<file path="src/rtl/irb_pkg.sv">
package irb_pkg;
  localparam int DW       = 8;
  localparam int PTR_W    = 3;
  localparam int NREG     = 5;
  localparam int IDX_OWN  = 0;
  localparam int IDX_TMO  = 1;
  localparam int IDX_MODE = 2;
  localparam int IDX_SCLL = 3;
  localparam int IDX_SCLH = 4;
  localparam int IDX_RST  = 5;
  localparam int MODE_W   = 2;
  localparam logic [DW-1:0] KEY_FIRST  = 8'hA5;
  localparam logic [DW-1:0] KEY_SECOND = 8'h5A;

  typedef enum logic [MODE_W-1:0] {
    MODE_STD   = 2'b00,
    MODE_FAST  = 2'b01,
    MODE_FASTP = 2'b10,
    MODE_TURBO = 2'b11
  } bus_mode_e;
endpackage

</file>
<file path="src/rtl/irb_rst_sync.sv">
module irb_rst_sync #(
  parameter int STAGES = 2
) (
  input  logic clk,
  input  logic rst_n,
  output logic rst_sync_n
);
  logic [STAGES-1:0] sync_q;

  always_ff @(posedge clk or negedge rst_n) begin
    if (!rst_n) sync_q <= '0;
    else        sync_q <= {sync_q[STAGES-2:0], 1'b1};
  end

  assign rst_sync_n = sync_q[STAGES-1];
endmodule

</file>
<file path="src/rtl/irb_keyseq.sv">
module irb_keyseq
  import irb_pkg::*;
(
  input  logic          clk,
  input  logic          rst_n,
  input  logic          key_wr,
  input  logic          other_wr,
  input  logic [DW-1:0] wdata,
  output logic          fire,
  output logic          pulse_q
);
  logic armed_q, armed_d, armed_en;

  always_comb begin
    fire     = key_wr && armed_q && (wdata == KEY_SECOND);
    armed_en = key_wr || other_wr;
    armed_d  = armed_q;
    if (key_wr)        armed_d = !armed_q && (wdata == KEY_FIRST);
    else if (other_wr) armed_d = 1'b0;
  end

  always_ff @(posedge clk or negedge rst_n) begin
    if (!rst_n)        armed_q <= 1'b0;
    else if (armed_en) armed_q <= armed_d;
  end

  always_ff @(posedge clk or negedge rst_n) begin
    if (!rst_n) pulse_q <= 1'b0;
    else        pulse_q <= fire;
  end

  AST_PULSE_SINGLE: assert property (@(posedge clk) disable iff (!rst_n)
    pulse_q |=> !pulse_q);
  AST_KEY_ABANDON: assert property (@(posedge clk) disable iff (!rst_n)
    (armed_q && key_wr && wdata != KEY_SECOND) |=> !pulse_q);
  AST_OTHER_DISARMS: assert property (@(posedge clk) disable iff (!rst_n)
    (other_wr && !key_wr) |=> !armed_q);
endmodule

</file>
<file path="src/rtl/irb_regfile.sv">
module irb_regfile
  import irb_pkg::*;
#(
  parameter logic [NREG*DW-1:0] DEFAULTS = '0
) (
  input  logic             clk,
  input  logic             rst_n,
  input  logic             soft_clr,
  input  logic             wr,
  input  logic             sel,
  input  logic [DW-1:0]    wdata,
  output logic [PTR_W-1:0] ptr_q,
  output logic [DW-1:0]    rdata,
  output logic [NREG*DW-1:0] cfg_flat
);
  logic [PTR_W-1:0] ptr_d;
  logic             ptr_en;
  logic [DW-1:0]    cfg_q [NREG];
  logic [DW-1:0]    cfg_d [NREG];
  logic [NREG-1:0]  cfg_en;

  always_comb begin
    ptr_en = soft_clr || (wr && !sel);
    ptr_d  = soft_clr ? '0 : wdata[PTR_W-1:0];
  end

  always_ff @(posedge clk or negedge rst_n) begin
    if (!rst_n)      ptr_q <= '0;
    else if (ptr_en) ptr_q <= ptr_d;
  end

  always_comb begin
    for (int i = 0; i < NREG; i++) begin
      cfg_en[i] = soft_clr || (wr && sel && ptr_q == PTR_W'(i));
      if (soft_clr)          cfg_d[i] = DEFAULTS[i*DW +: DW];
      else if (i == IDX_MODE) cfg_d[i] = {{(DW-MODE_W){1'b0}}, wdata[MODE_W-1:0]};
      else                   cfg_d[i] = wdata;
    end
  end

  for (genvar gi = 0; gi < NREG; gi++) begin : g_cfg
    always_ff @(posedge clk or negedge rst_n) begin
      if (!rst_n)          cfg_q[gi] <= DEFAULTS[gi*DW +: DW];
      else if (cfg_en[gi]) cfg_q[gi] <= cfg_d[gi];
    end
    assign cfg_flat[gi*DW +: DW] = cfg_q[gi];
  end

  always_comb begin
    rdata = '0;
    if (!sel)                   rdata = {{(DW-PTR_W){1'b0}}, ptr_q};
    else if (int'(ptr_q) < NREG) rdata = cfg_q[ptr_q];
  end

  AST_UNUSED_IGNORED: assert property (@(posedge clk) disable iff (!rst_n)
    (wr && sel && int'(ptr_q) >= NREG && !soft_clr) |=> $stable(cfg_flat));
  AST_PTR_HOLDS_ON_DATA: assert property (@(posedge clk) disable iff (!rst_n)
    (wr && sel && !soft_clr) |=> $stable(ptr_q));
endmodule

</file>
<file path="src/rtl/irb_bank.sv">
module irb_bank
  import irb_pkg::*;
#(
  parameter logic [7:0] OWN_DEF  = 8'hE0,
  parameter logic [7:0] TMO_DEF  = 8'hFF,
  parameter logic [7:0] MODE_DEF = 8'h00,
  parameter logic [7:0] SCLL_DEF = 8'h9D,
  parameter logic [7:0] SCLH_DEF = 8'h86
) (
  input  logic       clk,
  input  logic       rst_n,
  input  logic       host_wr,
  input  logic       host_sel,
  input  logic [7:0] host_wdata,
  output logic [7:0] host_rdata,
  output logic [7:0] own_addr_o,
  output logic [7:0] timeout_o,
  output logic [1:0] bus_mode_o,
  output logic [7:0] scl_low_o,
  output logic [7:0] scl_high_o,
  output logic       soft_rst_o
);
  localparam logic [NREG*DW-1:0] DEFAULTS = {SCLH_DEF, SCLL_DEF, MODE_DEF, TMO_DEF, OWN_DEF};

  logic               rst_sync_n;
  logic [PTR_W-1:0]   ptr;
  logic [NREG*DW-1:0] cfg_flat;
  logic               key_wr, other_wr, fire;

  irb_rst_sync #(.STAGES(2)) u_sync (
    .clk(clk), .rst_n(rst_n), .rst_sync_n(rst_sync_n)
  );

  assign key_wr   = host_wr && host_sel && (ptr == PTR_W'(IDX_RST));
  assign other_wr = host_wr && !key_wr;

  irb_keyseq u_key (
    .clk(clk), .rst_n(rst_sync_n), .key_wr(key_wr), .other_wr(other_wr),
    .wdata(host_wdata), .fire(fire), .pulse_q(soft_rst_o)
  );

  irb_regfile #(.DEFAULTS(DEFAULTS)) u_regs (
    .clk(clk), .rst_n(rst_sync_n), .soft_clr(fire), .wr(host_wr),
    .sel(host_sel), .wdata(host_wdata), .ptr_q(ptr), .rdata(host_rdata),
    .cfg_flat(cfg_flat)
  );

  assign own_addr_o = cfg_flat[IDX_OWN*DW  +: DW];
  assign timeout_o  = cfg_flat[IDX_TMO*DW  +: DW];
  assign bus_mode_o = cfg_flat[IDX_MODE*DW +: MODE_W];
  assign scl_low_o  = cfg_flat[IDX_SCLL*DW +: DW];
  assign scl_high_o = cfg_flat[IDX_SCLH*DW +: DW];

  AST_PULSE_CAUSE: assert property (@(posedge clk) disable iff (!rst_sync_n)
    $rose(soft_rst_o) |-> $past(host_wr && host_sel && ptr == PTR_W'(IDX_RST)
                                && host_wdata == KEY_SECOND));
  AST_PULSE_DEFAULTS: assert property (@(posedge clk) disable iff (!rst_sync_n)
    soft_rst_o |-> (own_addr_o == OWN_DEF && timeout_o == TMO_DEF
                    && scl_low_o == SCLL_DEF && scl_high_o == SCLH_DEF
                    && bus_mode_o == MODE_DEF[MODE_W-1:0]));
  AST_PTR_CLEARED: assert property (@(posedge clk) disable iff (!rst_sync_n)
    (soft_rst_o && !$past(host_wr && !host_sel)) |-> host_sel || host_rdata == 8'h00);
endmodule

</file>
<file path="config.mk">
export PLATFORM = sky130hd
export DESIGN_NAME = irb_bank
export DESIGN_NICKNAME = d
export VERILOG_FILES = /design/src/rtl/irb_pkg.sv /design/src/rtl/irb_rst_sync.sv /design/src/rtl/irb_keyseq.sv /design/src/rtl/irb_regfile.sv /design/src/rtl/irb_bank.sv
export SDC_FILE = /design/constraint.sdc
export NUM_CORES = 1
export LEC_CHECK = 0
export BUFFER_PORTS_ARGS = -buffer_cell sky130_fd_sc_hd__buf_2
export CAP_MARGIN = 15
export CORE_ASPECT_RATIO = 2
export CORE_MARGIN = 2
export CORE_UTILIZATION = 44
export CTS_CLUSTER_SIZE = 28
export DETAILED_ROUTE_END_ITERATION = 8
export PLACE_DENSITY = 0.69
export SETUP_SLACK_MARGIN = 0.02
export SLEW_MARGIN = 20
export SYNTH_ARGS = -nofsm -noshare
export SYNTH_HDL_FRONTEND = slang
export SYNTH_HIERARCHICAL = 1
export SYNTH_SLANG_ARGS = --single-unit
</file>
<file path="constraint.sdc">
create_clock -name clk -period 2.45 [get_ports clk]
set_clock_uncertainty 0.15 [all_clocks]
set_input_delay 0.1225 -clock clk [delete_from_list [all_inputs] [get_ports clk]]
set_output_delay 0.1225 -clock clk [all_outputs]
set_load 0.03 [all_outputs]
</file>
==> metrics <==
antenna violations before repair 0; CTS tree yes; Required @ worst endpoint 2.18 ns; Initial Utilization 45.9%; Setup CP Type reg -> out; FF-to-FF Start u_regs/ptr_q[1]$_DFFE_PN0P_; Worst Hold Class in -> reg; HP Start host_wdata[0]; Data arrival, critical path 1.96 ns; Power Total 3130 uW; Post-Syn Area 0.00225 mm^2; CP Capture Type output port; startpoint type of the worst setup path flip-flop; RD Place Congestion 0.820; drt pass-1 iters 5; Num CTS Buffers 5; Post-route DRC 0; full die area 0.00575 mm^2; crit path max fanout 8; Routed wire per std cell 18.8 um; status finished, final reports clean; CTS max path bufs 2; Mapped Nets 231; total routed wirelength 6390 um; postcts setup bufs 0; antenna-violating nets left 0; overall routing resource usage 24.9%; Die Y-Extent 105 um; Power per Cell Area 1130 mW/mm^2; Sequential Area 0.00105 mm^2; port buffer count 54; RSZ-0062 raised after global routing false; Layout area overhead 23.4%; filler cell count 450; synth warn 6; routed via count 2040; core box area 0.00491 mm^2; # diodes 0; vias in the first global route 2021; first-pass GRT wire length 10400 um; Final HPWL DP 4540 um; vias per inst 6.00; Fmax 0.447 GHz; worst slew pin tran 0.512 ns; final setup violation count 0; VDD IR max 0.634 mV; footprint of the multi-input gates 0.00110 mm^2; crit path from u_regs/ptr_q[0]$_DFFE_PN0P_; non-filler cells, final 340; total negative slack 0 ns; Avg Synthesized Cell Area 10.3 um^2; DR iter-0 viols 57; root buf cell clkbuf_8; final hold vios 0; fin. max-slew vios 0; Cells after DPL 324; share of layout cells above drive strength 1 36.7%; Clock transition at path regs 0.08 ns; clock period minus worst slack 2.24 ns; worst slew margin relative to its limit 65.9%; largest net degree at the start of global routing 40; Ports 55; Gate Count Post-Synth 219; H-tree level count 2; P_leak 0.00144 uW; Rows 36; clk_lat worst skew 0.30 ns; final worst-path cycle share 91.3%; # nets final 294; grt total ovfl 0; max cap viols 0; CTS sink count 41; Die W 54.6 um
==> registers in the layout, indices dropped and copies added, names as in the netlist <==
name	cells
u_key/armed_q	1
u_sync/sync_q	2
u_regs/cfg_flat	34
u_key/pulse_q	1
u_regs/ptr_q	3
==> placed cells by master (no fill, tap or decap), types with 2 or more instances in the layout <==
| master | n |
|---|---|
| nor2b_1 | 2 |
| a221oi_1 | 3 |
| buf_2 | 54 |
| nand3_1 | 17 |
| and4bb_1 | 2 |
| nor2_1 | 8 |
| mux4_1 | 2 |
| dfstp_2 | 19 |
| dlygate4sd3_1 | 8 |
| dfrtp_1 | 22 |
| and3_1 | 20 |
| a211o_1 | 19 |
| nand2b_1 | 6 |
| a2bb2oi_1 | 2 |
| mux2_2 | 2 |
| mux2i_1 | 9 |
| clkbuf_8 | 6 |
| buf_4 | 12 |
| a31oi_1 | 5 |
| nand2_1 | 8 |
| a21oi_1 | 17 |
| o21ai_0 | 16 |
| or2_2 | 4 |
| nand4b_1 | 2 |
==> cell type report <==
cell class	count	share of cell area (%)
clock buffers	7	3.10
inverters	2	0.270
well taps	57	2.56
clock inverters	1	1.08
flip-flops and latches	41	37.7
repair buffers	74	15.8
multi-input cells	158	39.4
==> per-stage QoR <==
step | area [um^2] | hold WS, ns | setup WS, ns | utilization [%]
after floorplan | 2250 | -0.323 | 0.376 | -
after global placement | 2580 | -0.244 | 0.452 | 52.7
after detailed placement | 2580 | -0.240 | 0.405 | 52.7
after CTS | 2780 | 0.0143 | 0.234 | 56.7
after global routing | 2780 | 0.0273 | 0.148 | 56.7
final | 2780 | 0.0212 | 0.213 | 56.7
==> power breakdown <==
group	internal (uW)	total (uW)	switching, uW
registers	1000	1200	194
logic	483	1370	889
clock network	332	563	231
==> critical path, cell delays in order, from the launching register on <==
cell,delay [ns]
dfrtp_1,0.47
buf_4,0.22
nor2_2,0.32
nand2_1,0.10
a221oi_1,0.30
buf_2,0.25
==> per-layer routing <==
metal	vias up	GRT usage [%]	part of all wire [%]
li1	944	-	-
met1	1009	30.1	39
met2	76	40.9	54
met3	11	4.67	4.9
met4	0	10.7	2.5
met5	-	0	0
==> repair_timing <==
item / 4_1_cts / 5_1_grt
hold buffers: 8 / 0
endpoints found under the hold margin: 12 / 0
resized for setup: 0 / 0
==> worst paths after layout <==
| path | end | slack, ns | depth (start not counted) |
|---|---|---|---|
| max in group asynchronous | u_sync/sync_q[1]$_DFF_PN0_ | 1.51 | 3 |
| setup reg to reg | u_regs/cfg_flat[1]$_DFFE_PN0P_ | 0.39 | 5 |
| setup / recovery | host_rdata[6] | 0.21 | 5 |
| min in group asynchronous | u_regs/cfg_flat[3]$_DFFE_PN0P_ | 0.16 | 1 |
| hold reg to reg | u_regs/cfg_flat[3]$_DFFE_PN0P_ | 0.16 | 1 |
| hold / removal | u_regs/cfg_flat[32]$_DFFE_PN0P_ | 0.02 | 3 |
Power figures use the tool's default switching activity.
